==> src/rtl/ebw_pkg.sv <==
package ebw_pkg;
  localparam logic [7:0] CMD_WR_DATA = 8'h0F;
  localparam logic [7:0] CMD_WR_STAT = 8'h55;
  localparam logic [7:0] BYTE_ONES   = 8'hFF;

  typedef enum logic [3:0] {
    ST_IDLE, ST_ALO, ST_AHI, ST_DATA, ST_CRC0, ST_CRC1, ST_ARM, ST_VFY, ST_HALT
  } seq_state_e;
endpackage

==> src/rtl/ebw_crc16.sv <==
module ebw_crc16 #(
  parameter logic [15:0] POLY_REV = 16'hA001
) (
  input  logic        clk_i,
  input  logic        rst_ni,
  input  logic        clear_i,
  input  logic        load_i,
  input  logic [15:0] load_val_i,
  input  logic        shift_i,
  input  logic [7:0]  byte_i,
  output logic [15:0] crc_o
);
  function automatic logic [15:0] crc_step(input logic [15:0] c, input logic [7:0] d);
    logic [15:0] r;
    r = c;
    for (int i = 0; i < 8; i++) begin
      if (r[0] ^ d[i]) r = (r >> 1) ^ POLY_REV;
      else             r = r >> 1;
    end
    return r;
  endfunction

  logic [15:0] crc_q;
  logic [15:0] base;

  assign base = clear_i ? 16'h0000 : crc_q;

  always_ff @(posedge clk_i or negedge rst_ni) begin
    if (!rst_ni)      crc_q <= '0;
    else if (load_i)  crc_q <= load_val_i;
    else if (shift_i) crc_q <= crc_step(base, byte_i);
    else if (clear_i) crc_q <= '0;
  end

  assign crc_o = crc_q;
endmodule

==> src/rtl/ebw_store.sv <==
module ebw_store #(
  parameter int DATA_BYTES = 128,
  parameter int STAT_BYTES = 8,
  parameter int PAGE_BYTES = 32,
  localparam int DAW   = $clog2(DATA_BYTES),
  localparam int SAW   = $clog2(STAT_BYTES),
  localparam int PAGES = DATA_BYTES / PAGE_BYTES,
  localparam int PGW   = $clog2(PAGES)
) (
  input  logic           clk_i,
  input  logic           rst_ni,
  input  logic           commit_i,
  input  logic           to_status_i,
  input  logic [DAW-1:0] addr_i,
  input  logic [7:0]     wdata_i,
  input  logic           ext_pwr_i,
  output logic [7:0]     rdata_o
);
  localparam int FIX_A   = 5;
  localparam int FIX_B   = 6;
  localparam int RAM_IDX = STAT_BYTES - 1;

  logic [7:0] data_q [DATA_BYTES];
  logic [7:0] stat_q [STAT_BYTES];

  logic [SAW-1:0] s_idx;
  logic [PGW-1:0] page;
  logic           page_locked;
  logic           s_ram, s_fixed;

  assign s_idx       = addr_i[SAW-1:0];
  assign page        = addr_i[DAW-1 -: PGW];
  assign page_locked = ~stat_q[0][page];
  assign s_ram       = (s_idx == SAW'(RAM_IDX));
  assign s_fixed     = (s_idx == SAW'(FIX_A)) || (s_idx == SAW'(FIX_B));

  always_ff @(posedge clk_i or negedge rst_ni) begin
    if (!rst_ni) begin
      for (int i = 0; i < DATA_BYTES; i++) data_q[i] <= 8'hFF;
      for (int i = 0; i < STAT_BYTES; i++)
        stat_q[i] <= (i == FIX_A || i == FIX_B) ? 8'h00 : 8'hFF;
    end else if (commit_i) begin
      if (to_status_i) begin
        if (s_ram)         stat_q[s_idx] <= {1'b1, wdata_i[6:0]};
        else if (!s_fixed) stat_q[s_idx] <= stat_q[s_idx] & wdata_i;
      end else if (!page_locked) begin
        data_q[addr_i] <= data_q[addr_i] & wdata_i;
      end
    end
  end

  always_comb begin
    if (!to_status_i) rdata_o = data_q[addr_i];
    else if (s_ram)   rdata_o = {ext_pwr_i, stat_q[s_idx][6:0]};
    else              rdata_o = stat_q[s_idx];
  end
endmodule

==> src/rtl/ebw_ctrl.sv <==
module ebw_ctrl
  import ebw_pkg::*;
#(
  parameter int DATA_BYTES = 128,
  parameter int STAT_BYTES = 8,
  localparam int DAW = $clog2(DATA_BYTES),
  localparam int SAW = $clog2(STAT_BYTES),
  localparam logic [15:0] KEEP = 16'(DATA_BYTES - 1)
) (
  input  logic           clk_i,
  input  logic           rst_ni,
  input  logic           bus_reset_i,
  input  logic           rx_valid_i,
  input  logic [7:0]     rx_data_i,
  input  logic           rd_req_i,
  input  logic           prog_pulse_i,
  input  logic [15:0]    crc_i,
  input  logic [7:0]     rdata_i,
  output logic           crc_clear_o,
  output logic           crc_load_o,
  output logic [15:0]    crc_load_val_o,
  output logic           crc_shift_o,
  output logic [7:0]     crc_byte_o,
  output logic           commit_o,
  output logic           to_status_o,
  output logic [DAW-1:0] mem_addr_o,
  output logic [7:0]     scratch_o,
  output logic           tx_valid_o,
  output logic [7:0]     tx_data_o,
  output seq_state_e     state_o,
  output logic [15:0]    addr_o
);
  seq_state_e  st_q;
  logic [15:0] addr_q;
  logic        is_stat_q;
  logic [7:0]  scratch_q;
  logic        live, cmd_ok, ram_sel;

  assign live    = !bus_reset_i;
  assign cmd_ok  = (rx_data_i == CMD_WR_DATA) || (rx_data_i == CMD_WR_STAT);
  assign ram_sel = is_stat_q && (addr_q[SAW-1:0] == SAW'(STAT_BYTES - 1));

  always_comb begin
    crc_clear_o    = live && st_q == ST_IDLE && rx_valid_i && cmd_ok;
    crc_shift_o    = live && rx_valid_i &&
                     ((st_q == ST_IDLE && cmd_ok) || st_q == ST_ALO ||
                      st_q == ST_AHI || st_q == ST_DATA);
    crc_load_o     = live && st_q == ST_VFY && rd_req_i;
    crc_load_val_o = addr_q + 16'd1;
    case (st_q)
      ST_ALO:  crc_byte_o = rx_data_i & KEEP[7:0];
      ST_AHI:  crc_byte_o = rx_data_i & KEEP[15:8];
      default: crc_byte_o = rx_data_i;
    endcase
    // RAM byte commits on an all-ones byte, everything else on the strobe
    commit_o = live && st_q == ST_ARM &&
               (ram_sel ? (rx_valid_i && rx_data_i == BYTE_ONES) : prog_pulse_i);
  end

  always_ff @(posedge clk_i or negedge rst_ni) begin
    if (!rst_ni) begin
      st_q      <= ST_IDLE;
      addr_q    <= '0;
      is_stat_q <= 1'b0;
      scratch_q <= BYTE_ONES;
    end else if (bus_reset_i) begin
      st_q      <= ST_IDLE;
      scratch_q <= BYTE_ONES;
    end else begin
      case (st_q)
        ST_IDLE: if (rx_valid_i) begin
          st_q      <= cmd_ok ? ST_ALO : ST_HALT;
          is_stat_q <= (rx_data_i == CMD_WR_STAT);
        end
        ST_ALO: if (rx_valid_i) begin
          addr_q[7:0] <= rx_data_i & KEEP[7:0];
          st_q        <= ST_AHI;
        end
        ST_AHI: if (rx_valid_i) begin
          addr_q[15:8] <= rx_data_i & KEEP[15:8];
          st_q         <= ST_DATA;
        end
        ST_DATA: if (rx_valid_i) begin
          scratch_q <= rx_data_i;
          st_q      <= ST_CRC0;
        end
        ST_CRC0: if (rd_req_i) st_q <= ST_CRC1;
        ST_CRC1: if (rd_req_i) st_q <= ST_ARM;
        ST_ARM:  if (commit_o) st_q <= ST_VFY;
        ST_VFY: if (rd_req_i) begin
          addr_q <= addr_q + 16'd1;
          st_q   <= ST_DATA;
        end
        default: st_q <= ST_HALT;
      endcase
    end
  end

  always_ff @(posedge clk_i or negedge rst_ni) begin
    if (!rst_ni) begin
      tx_valid_o <= 1'b0;
      tx_data_o  <= BYTE_ONES;
    end else begin
      tx_valid_o <= rd_req_i;
      if (rd_req_i) begin
        case (st_q)
          ST_CRC0: tx_data_o <= crc_i[7:0];
          ST_CRC1: tx_data_o <= crc_i[15:8];
          ST_VFY:  tx_data_o <= rdata_i;
          default: tx_data_o <= BYTE_ONES;
        endcase
      end
    end
  end

  assign to_status_o = is_stat_q;
  assign mem_addr_o  = addr_q[DAW-1:0];
  assign scratch_o   = scratch_q;
  assign state_o     = st_q;
  assign addr_o      = addr_q;
endmodule

==> src/rtl/ebw_write_seq.sv <==
module ebw_write_seq
  import ebw_pkg::*;
#(
  parameter int DATA_BYTES = 128,
  parameter int STAT_BYTES = 8,
  parameter int PAGE_BYTES = 32,
  localparam int DAW = $clog2(DATA_BYTES)
) (
  input  logic       clk_i,
  input  logic       rst_ni,
  input  logic       bus_reset_i,
  input  logic       rx_valid_i,
  input  logic [7:0] rx_data_i,
  input  logic       rd_req_i,
  input  logic       prog_pulse_i,
  input  logic       ext_pwr_i,
  output logic       tx_valid_o,
  output logic [7:0] tx_data_o
);
  logic           crc_clear, crc_load, crc_shift;
  logic [15:0]    crc_load_val, crc;
  logic [7:0]     crc_byte, rdata, scratch;
  logic           commit, to_status;
  logic [DAW-1:0] mem_addr;
  seq_state_e     st;
  logic [15:0]    addr;

  ebw_ctrl #(.DATA_BYTES(DATA_BYTES), .STAT_BYTES(STAT_BYTES)) u_ctrl (
    .clk_i, .rst_ni, .bus_reset_i, .rx_valid_i, .rx_data_i, .rd_req_i, .prog_pulse_i,
    .crc_i(crc), .rdata_i(rdata),
    .crc_clear_o(crc_clear), .crc_load_o(crc_load), .crc_load_val_o(crc_load_val),
    .crc_shift_o(crc_shift), .crc_byte_o(crc_byte),
    .commit_o(commit), .to_status_o(to_status), .mem_addr_o(mem_addr),
    .scratch_o(scratch), .tx_valid_o, .tx_data_o, .state_o(st), .addr_o(addr)
  );

  ebw_crc16 u_crc (
    .clk_i, .rst_ni, .clear_i(crc_clear), .load_i(crc_load), .load_val_i(crc_load_val),
    .shift_i(crc_shift), .byte_i(crc_byte), .crc_o(crc)
  );

  ebw_store #(.DATA_BYTES(DATA_BYTES), .STAT_BYTES(STAT_BYTES), .PAGE_BYTES(PAGE_BYTES)) u_store (
    .clk_i, .rst_ni, .commit_i(commit), .to_status_i(to_status), .addr_i(mem_addr),
    .wdata_i(scratch), .ext_pwr_i, .rdata_o(rdata)
  );
endmodule

==> config.mk <==
export PLATFORM = sky130hd
export DESIGN_NAME = ebw_write_seq
export DESIGN_NICKNAME = d
export VERILOG_FILES = /design/src/rtl/ebw_pkg.sv /design/src/rtl/ebw_crc16.sv /design/src/rtl/ebw_store.sv /design/src/rtl/ebw_ctrl.sv /design/src/rtl/ebw_write_seq.sv
export SDC_FILE = /design/constraint.sdc
export NUM_CORES = 2
export LEC_CHECK = 0
export BUFFER_PORTS_ARGS = -buffer_cell sky130_fd_sc_hd__buf_2
export CAP_MARGIN = 0
export CORE_MARGIN = 3
export CORE_UTILIZATION = 40
export CTS_BUF_LIST = sky130_fd_sc_hd__clkbuf_8
export DETAILED_ROUTE_END_ITERATION = 8
export PLACE_DENSITY = 0.65
export SLEW_MARGIN = 20
export SYNTH_ARGS = -nofsm -noshare
export SYNTH_HDL_FRONTEND = slang
export SYNTH_SLANG_ARGS = --single-unit
export TNS_END_PERCENT = 10
==> constraint.sdc <==
create_clock -name clk_i -period 3.3 [get_ports clk_i]
set_clock_uncertainty 0.1 [all_clocks]
set_input_delay 0.66 -clock clk_i [delete_from_list [all_inputs] [get_ports clk_i]]
set_output_delay 0.66 -clock clk_i [all_outputs]
set_load 0.005 [all_outputs]
# Word level (Yosys, flattened, before mapping)
# Cells that the tools add are included.
# W data, S select, Z words.
[word_totals] reg_bits=1142 latch_bits=0 mem_bits_rw=0 romBits=0 in_bits=15 output_inout_bits=9 mem_count=0
[op_classes] add_sub_neg=1 n_mul=0 div_mod_pow=0 magnitude_cmp=5 eq_ne=25 shift=0 muxes=66 bitwise_logic=22 reduce_logical=32
[op_table] op="$bwmux W1024" count=1
[op_table] op="$mux W16" count=26
[op_table] op="$bwmux W64" count=2
[op_table] op="$mux W64" count=2
[op_table] op="$mux W8" count=13
[op_table] op="$bmux W8 S7" count=1
[op_table] op="$demux W8 S7" count=1
[op_table] op="$pmux W8 S2" count=3
[op_table] op="$mux W4" count=10
[op_table] op="$pmux W4 S8" count=1
[op_table] op="$bmux W8 S3" count=1
[op_table] op="$demux W8 S3" count=1
[op_table] op="$ne A3 B3 Y1 const B" count=8
[op_table] op="$not A2 Y3" count=8
[op_table] op="$pmux W8 S3" count=1
[op_table] op="$add A16 B1 Y16 const B" count=1
[op_table] op="$and A8 B8 Y8" count=2
[op_table] op="$eq A4 B3 Y1 const B" count=4
[op_table] op="$logic_and A1 B1 Y1" count=14
[op_table] op="$eq A3 B3 Y1 const B" count=3
[op_table] op="$reduce_and A3 Y1" count=3
[op_table] op="$eq A4 B2 Y1 const B" count=2
[op_table] op="$eq A8 B4 Y1 const B" count=1
[op_table] op="$eq A8 B7 Y1 const B" count=1
[op_table] op="other kinds (22)" count=41

# Depth between registers and ports, before layout
[depth] depth_word=37 depth_mapped=16

# By module
# Synthesis repeated with hierarchy kept, for this count alone.
[unflattened] hier_cells=4754 area_unflattened_um2=55120.4
[modules_own_cells] mod="ebw_store" instances=1 cells_each=4362 area_each_um2=51484.4 seq_area_each_um2=28567.4
[modules_own_cells] mod="ebw_ctrl" instances=1 cells_each=269 area_each_um2=2469.9 seq_area_each_um2=970.9
[modules_own_cells] mod="ebw_crc16" instances=1 cells_each=123 area_each_um2=1166.1 seq_area_each_um2=400.4

# Worst setup path after synthesis
# No wires, ideal clock.
[synth_path] kind="input to register" from="in rx_data_i[6]" to="reg u_crc.crc_q[0] (netlist: u_crc.crc_o[0])" setup_time_ps=87 arrival_ps=2982 path_slack_ps=131 cell_stages=10 n_path_buf=2 cell_sequence="clkbuf_1 nor4bb_1 o2111ai_1 clkbuf_1 nand2_1 xor2_1 xnor3_1 xor3_1 nand2_1 a22oi_1"
[synth_via] elab_chain_len=36 elab_cells_between_ends=51 cone_classes="2 x eq/ne; 26 x mux; 16 x bitwise; 7 x reduce/logical"
[synth_rtl] element="from (decl)" line_no="ebw_write_seq.sv:13" rtl="input logic [7:0] rx_data_i,"
[synth_rtl] element="$eq A8 B4 Y1 or $eq A8 B7 Y1 (tied branches)" line_no="ebw_ctrl.sv:40" rtl="assign cmd_ok = (rx_data_i == CMD_WR_DATA) || (rx_data_i == CMD_WR_STAT);"
[synth_rtl] element="$logic_or A1 B1 Y1" line_no="ebw_ctrl.sv:40"
[synth_rtl] element="$logic_and A1 B1 Y1" line_no="ebw_ctrl.sv:44" rtl="crc_clear_o = live && st_q == ST_IDLE && rx_valid_i && cmd_ok;"
[synth_rtl] element="$mux W16"
[synth_rtl] element="$xor A1 B1 Y1 or $not A2 Y3 (tied branches)"
[synth_rtl] element="$mux W16" line_no="ebw_crc16.sv:17" rtl="if (r[0] ^ d[i]) r = (r >> 1) ^ POLY_REV;"
[synth_rtl] element="$mux W16" line_no="ebw_crc16.sv:31" rtl="else if (shift_i) crc_q <= crc_step(base, byte_i);"
[synth_rtl] element="$mux W16" line_no="ebw_crc16.sv:30" rtl="else if (load_i) crc_q <= load_val_i;"
[synth_rtl] element="(+20 left out)"
[synth_rtl] element="$xor A1 B1 Y1" line_no="ebw_crc16.sv:17"
[synth_rtl] element="$mux W16" line_no="ebw_crc16.sv:17"
[synth_rtl] element="$mux W16" line_no="ebw_crc16.sv:31"
[synth_rtl] element="$mux W16" line_no="ebw_crc16.sv:30"
[synth_rtl] element="$xor A1 B1 Y1" line_no="ebw_crc16.sv:17"
[synth_rtl] element="$mux W16" line_no="ebw_crc16.sv:17"
[synth_rtl] element="$mux W16 *" line_no="ebw_crc16.sv:31"
[synth_rtl] element="$mux W16 *" line_no="ebw_crc16.sv:30"
[synth_rtl] element="to (signal assigned)" line_no="ebw_crc16.sv:30"
[synth_rtl] element="to (signal assigned)" line_no="ebw_crc16.sv:31"
[synth_rtl] element="to (decl)" line_no="ebw_crc16.sv:23" rtl="logic [15:0] crc_q;"
# Every way passes the cells marked *; elsewhere a longest branch is shown, timed or not. The select of a mux whose other input is x is not followed.
# A chain may end at the register's enable or synchronous reset.

# Final worst setup path
[layout_path] from="reg u_ctrl.addr_q[0] (netlist: u_ctrl.addr_o[0])" to="reg u_store.data_q[573] in the netlist's numbering"
[layout_via] elab_chain_len=6 elab_cells_between_ends=16 cone_classes="2 x order compare; 1 x eq/ne; 7 x mux; 2 x bitwise; 4 x reduce/logical"
[layout_rtl] element="from (decl)" line_no="ebw_ctrl.sv:34" rtl="logic [15:0] addr_q;"
[layout_rtl] element="from (signal assigned)" line_no="ebw_ctrl.sv:76" rtl="addr_q[7:0] <= rx_data_i & KEEP[7:0];"
[layout_rtl] element="from (signal assigned)" line_no="ebw_ctrl.sv:91" rtl="addr_q <= addr_q + 16'd1;"
[layout_rtl] element="$not A7 Y8 (not written as such)" line_no="ebw_store.sv:47" rtl="data_q[addr_i] <= data_q[addr_i] & wdata_i;"
[layout_rtl] element="$bmux W8 S7 (tied with other cells)" line_no="ebw_store.sv:47"
[layout_rtl] element="$mux W8 (not written as such) or $logic_and A1 B1 Y1 (tied branches)" line_no="ebw_store.sv:47"
[layout_rtl] element="$mux W8 (not written as such)" line_no="ebw_store.sv:47"
[layout_rtl] element="$and A8 B8 Y8 or $demux W8 S7 (tied branches)" line_no="ebw_store.sv:47"
[layout_rtl] element="$bwmux W1024" line_no="ebw_store.sv:47"
[layout_rtl] element="to (signal, indexed assignment)" line_no="ebw_store.sv:47"
[layout_rtl] element="to (decl)" line_no="ebw_store.sv:23" rtl="logic [7:0] data_q [DATA_BYTES];"
# Parallel ways exist; a longest one is shown, timed or not. The select of a mux whose other input is x is not followed.

==> results by group <==
Logic synthesis
  – Number of synthesized register bits: between 1000 and 1500
  – Synth top area share: 0.533
  – Largest family of logic cells by synthesized area: compound AO/OA/AOI/OAI gates
  – Synth Area in Compound Gates: 0.151
  – Post-synth top cells: dfstp_2 (1088), nand2_1 (1048), o21ai_0 (870)
  – Async SR Flop Fraction: 1.00
  – Post-synthesis cell area: around 0.054 mm2
  – Syn nets: roughly 4900
  – Most common flop cell mapped by yosys: dfstp_2
  – Most frequent cell after synthesis: dfstp_2
  – Fraction of synthesized cell area in xor and xnor cells: 0.00740
  – Post-Synth Adder-Cell Area: 0.000934
  – Synth Instances: 4922
  – Dominant cell type by area after synthesis: dfstp_2
  – Synth unique cells: 78
  – Register area share after synthesis: 0.559
  – Mux contribution to synthesized area: 0.143
  – Syn Area/Cell: 10.9 um2
  – Ys Warns: 0
  – Simple-gate share of the synthesized area: 0.0975
  – Post-synth EDFFs: 0
  – Top post-synthesis cells by area: dfstp_2 (53%), o21ai_0 (8.1%), mux2_2 (8.1%)

GRT
  – GRT Total Usage: 0.267
  – Vias in the first global route: ~42000
  – Initial antenna violation count: 6
  – Largest net degree at the start of global routing: about 110
  – Grt ovf: 0
  – First-pass GRT wire length: approximately 280000 um

Critical path
  – CP peak stage delay: 0.55 ns
  – Critical Path RT: 4.02 ns
  – Crit end category: register
  – Kind of critical path: reg -> reg
  – Critical-path cell list: buf_12 > buf_12 > buf_16 > buf_6 > mux4_2 > nand2_2 > nand2_4 > a22o_1 > a211oi_2 > nand4_1 > buf_6 > and2_4 > clkbuf_16 > buf_16 > mux2_4
  – Highest-delay cell along the critical path: dfrtp_4
  – Critical path arrival: roughly 4.5 ns
  – Worst-path maximum fanout: 9
  – CP Launch Type: register

Timing
  – Fin crit period: around 3.8 ns
  – Max-slew headroom: 0.314
  – Fin. max-slew vios: 0
  – Crit share post-route: 1.16
  – Final worst slack: -0.515 ns
  – Final Hold Violating Endpoints: 0
  – Slew at the pin closest to its max-slew limit: just over 1 ns
  – Unrepaired setup endpoints after global routing: true
  – Setup violators final: approximately 1000
  – Max frequency: about 0.26 GHz

Floorplan
  – Horiz. Die Dim: about 370 um
  – Std-Cell Rows: between 100 and 150
  – Core area: approximately 0.13 mm2
  – # IOs: 24
  – Initial Util: 0.405
  – Die Y: roughly 370 um
  – Die Area: between 0.1 and 0.15 mm2

Drt
  – Final ANT Viol Nets: 0
  – DR vias: 43545
  – Iter 0 DRT Violations: ~4900
  – Drt drc: 0
  – DR WL/cell: 26.4 um
  – Drt first pass iters: 7
  – Via/cell ratio: 5.85
  – Final wirelength: between 150000 and 200000 um

CTS
  – Clock tree root driver cell: clkbuf_8
  – Clock sink total: ~1100
  – Clock tree buffer depth: 3
  – Clk Latency, worst-skew pair: just over 0.9 ns
  – H-tree levels: 4
  – CTS tree: yes
  – Worst-path clk slew: about 0.060 ns
  – Inserted Clock Buffers: 193

Placed design
  – Dpl cell area: about 0.06 mm2
  – Placed cell count: 6971
  – Post-place setup slack: -0.706 ns
  – # port buffers: 23
  – Dpl hpwl: roughly 120000 um
  – GPL Wtd Cong: between 0.9 and 1

Finish
  – Final #Nets: ~5600
  – Share of cells above drive strength 1: 0.507
  – Final instance area: between 0.06 and 0.07 mm2
  – Area Growth Syn to Fin: 26.9%
  – Finished Layout Cells: 7441
  – Fillers: ~11000

Power and ir drop
  – Worst vdd ir: 0.399 mV
  – Fraction of power consumed by sequential logic: 0.499
  – Pint: between 20 and 25 mW
  – Design Power: roughly 28 mW
  – Pwr dens: between 400 and 500 mW/mm2
  – Sw Pwr: about 6.9 mW
  – Sw Share: 0.243
  – Clock power frac: 0.454
  – Leakage power: 25.8 nW
  – Comb power frac: 0.047

Status
  – Outcome: complete, but fails checks
  – Failing checks: setup timing

Run
  – Max-cap viol count: 0

Min path
  – Worst hold path type: in -> reg
==> power by group through the flow <==
stage | combinational, mW | sequential (mW) | clock [mW]
CTS | 1.22 | 14.1 | 13.1
global route | 1.39 | 14.1 | 13.7
finish | 1.32 | 14.1 | 12.9
global placement | 1.10 | 14.3 | 0
detailed placement | 1.10 | 14.3 | 0
floorplan | 0.415 | 14.3 | 0
==> layout make-up <==
cell class | instances | area [um2] | share of cell area
inverter | 10 | 40.0 | 0.000589
timing repair buffer | 858 | 9260 | 0.136
antenna | 7 | 17.5 | 0.000257
multi-input combinational | 3332 | 22700 | 0.333
clock buffer | 248 | 3410 | 0.0502
sequential | 1142 | 30000 | 0.440
tap | 1755 | 2200 | 0.0323
clock inverter | 89 | 495 | 0.00728
==> state kept, by name (all words and copies together), names as in the netlist, 4 cells and up <==
name	flops
u_crc.crc_o	16
u_ctrl.addr_o	16
u_ctrl.tx_data_o	8
u_ctrl.state_o	4
u_ctrl.scratch_o	8
u_store.data_q	1024
u_store.stat_q	64
==> layout by cell type (no fill, tap or decap), types with 99 or more instances in the layout <==
cell	synthesis	routed
o21ai_0	870	683
mux2i_1	172	165
clkbuf_8	0	248
o21ai_1	1	120
buf_12	0	129
mux2_2	385	381
dfstp_2	1088	1088
nor2_1	106	99
buf_4	25	600
nand2_1	1048	1032
==> cell families (layout without fill, tap and decap cells) <==
group,after synthesis,count (layout)
adders and majority gates,4,4
AOI/OAI and AO/OA,1360,1360
and+or+nand+nor,1296,1297
other,0,7
buffers and inverters,449,1205
xor gates and xnor gates,42,42
DFF,1142,1142
muxes,629,629
==> final timing paths <==
check / startpoint / end / slack (ns) / depth (start not counted)
min in group asynchronous: rst_ni / u_ctrl.addr_o[2] / 0.15 / 2
worst min-delay path: rx_data_i[6] / u_ctrl.scratch_o[6] / 0.12 / 3
worst min register to register: u_store.data_q[644] / u_store.data_q[644] / 0.36 / 2
worst max register to register: u_ctrl.addr_o[0] / u_store.data_q[573] / -0.52 / 15
worst max-delay path: u_ctrl.addr_o[0] / u_store.data_q[573] / -0.52 / 15
max in group asynchronous: rst_ni / u_store.data_q[1021] / 1.81 / 4
==> timing repair <==
item | 4_1_cts | 5_1_grt
endpoints found under the setup margin | 1032 | 1094
setup buffers | 49 | 26
resized for setup | 153 | 361
cloned | 17 | 37
hold buffers | 10 | 0
hold endpoints to repair | 58 | 0
pin swaps | 26 | 92
==> per-stage QoR <==
step | util | setup TNS, ns | hold WS [ns]
finish | 0.514 | -291.24 | 0.117
global route | 0.514 | -306.17 | 0.105
CTS | 0.500 | -229.71 | 0.00597
detailed placement | 0.458 | -435.82 | 0.368
global placement | 0.458 | -397.88 | 0.360
floorplan | - | 0 | 0.264
==> routing by layer <==
| metal | GRT usage | up-vias | share of wire |
|---|---|---|---|
| li1 | - | 18798 | - |
| met1 | 0.358 | 21758 | 0.40 |
| met2 | 0.402 | 2399 | 0.44 |
| met3 | 0.0643 | 588 | 0.10 |
| met4 | 0.139 | 2 | 0.061 |
| met5 | 0 | - | 0.000051 |
==> worst max-delay path: cells and delay by family (launching register included) <==
family                 cells  cell delay [ns]
buffers and inverters      7             1.13
AOI/OAI and AO/OA          2             0.60
DFF                        1             0.55
and+or+nand+nor            4             0.57
muxes                      2             0.69
No activity file was read; power rests on OpenSTA's default activity.
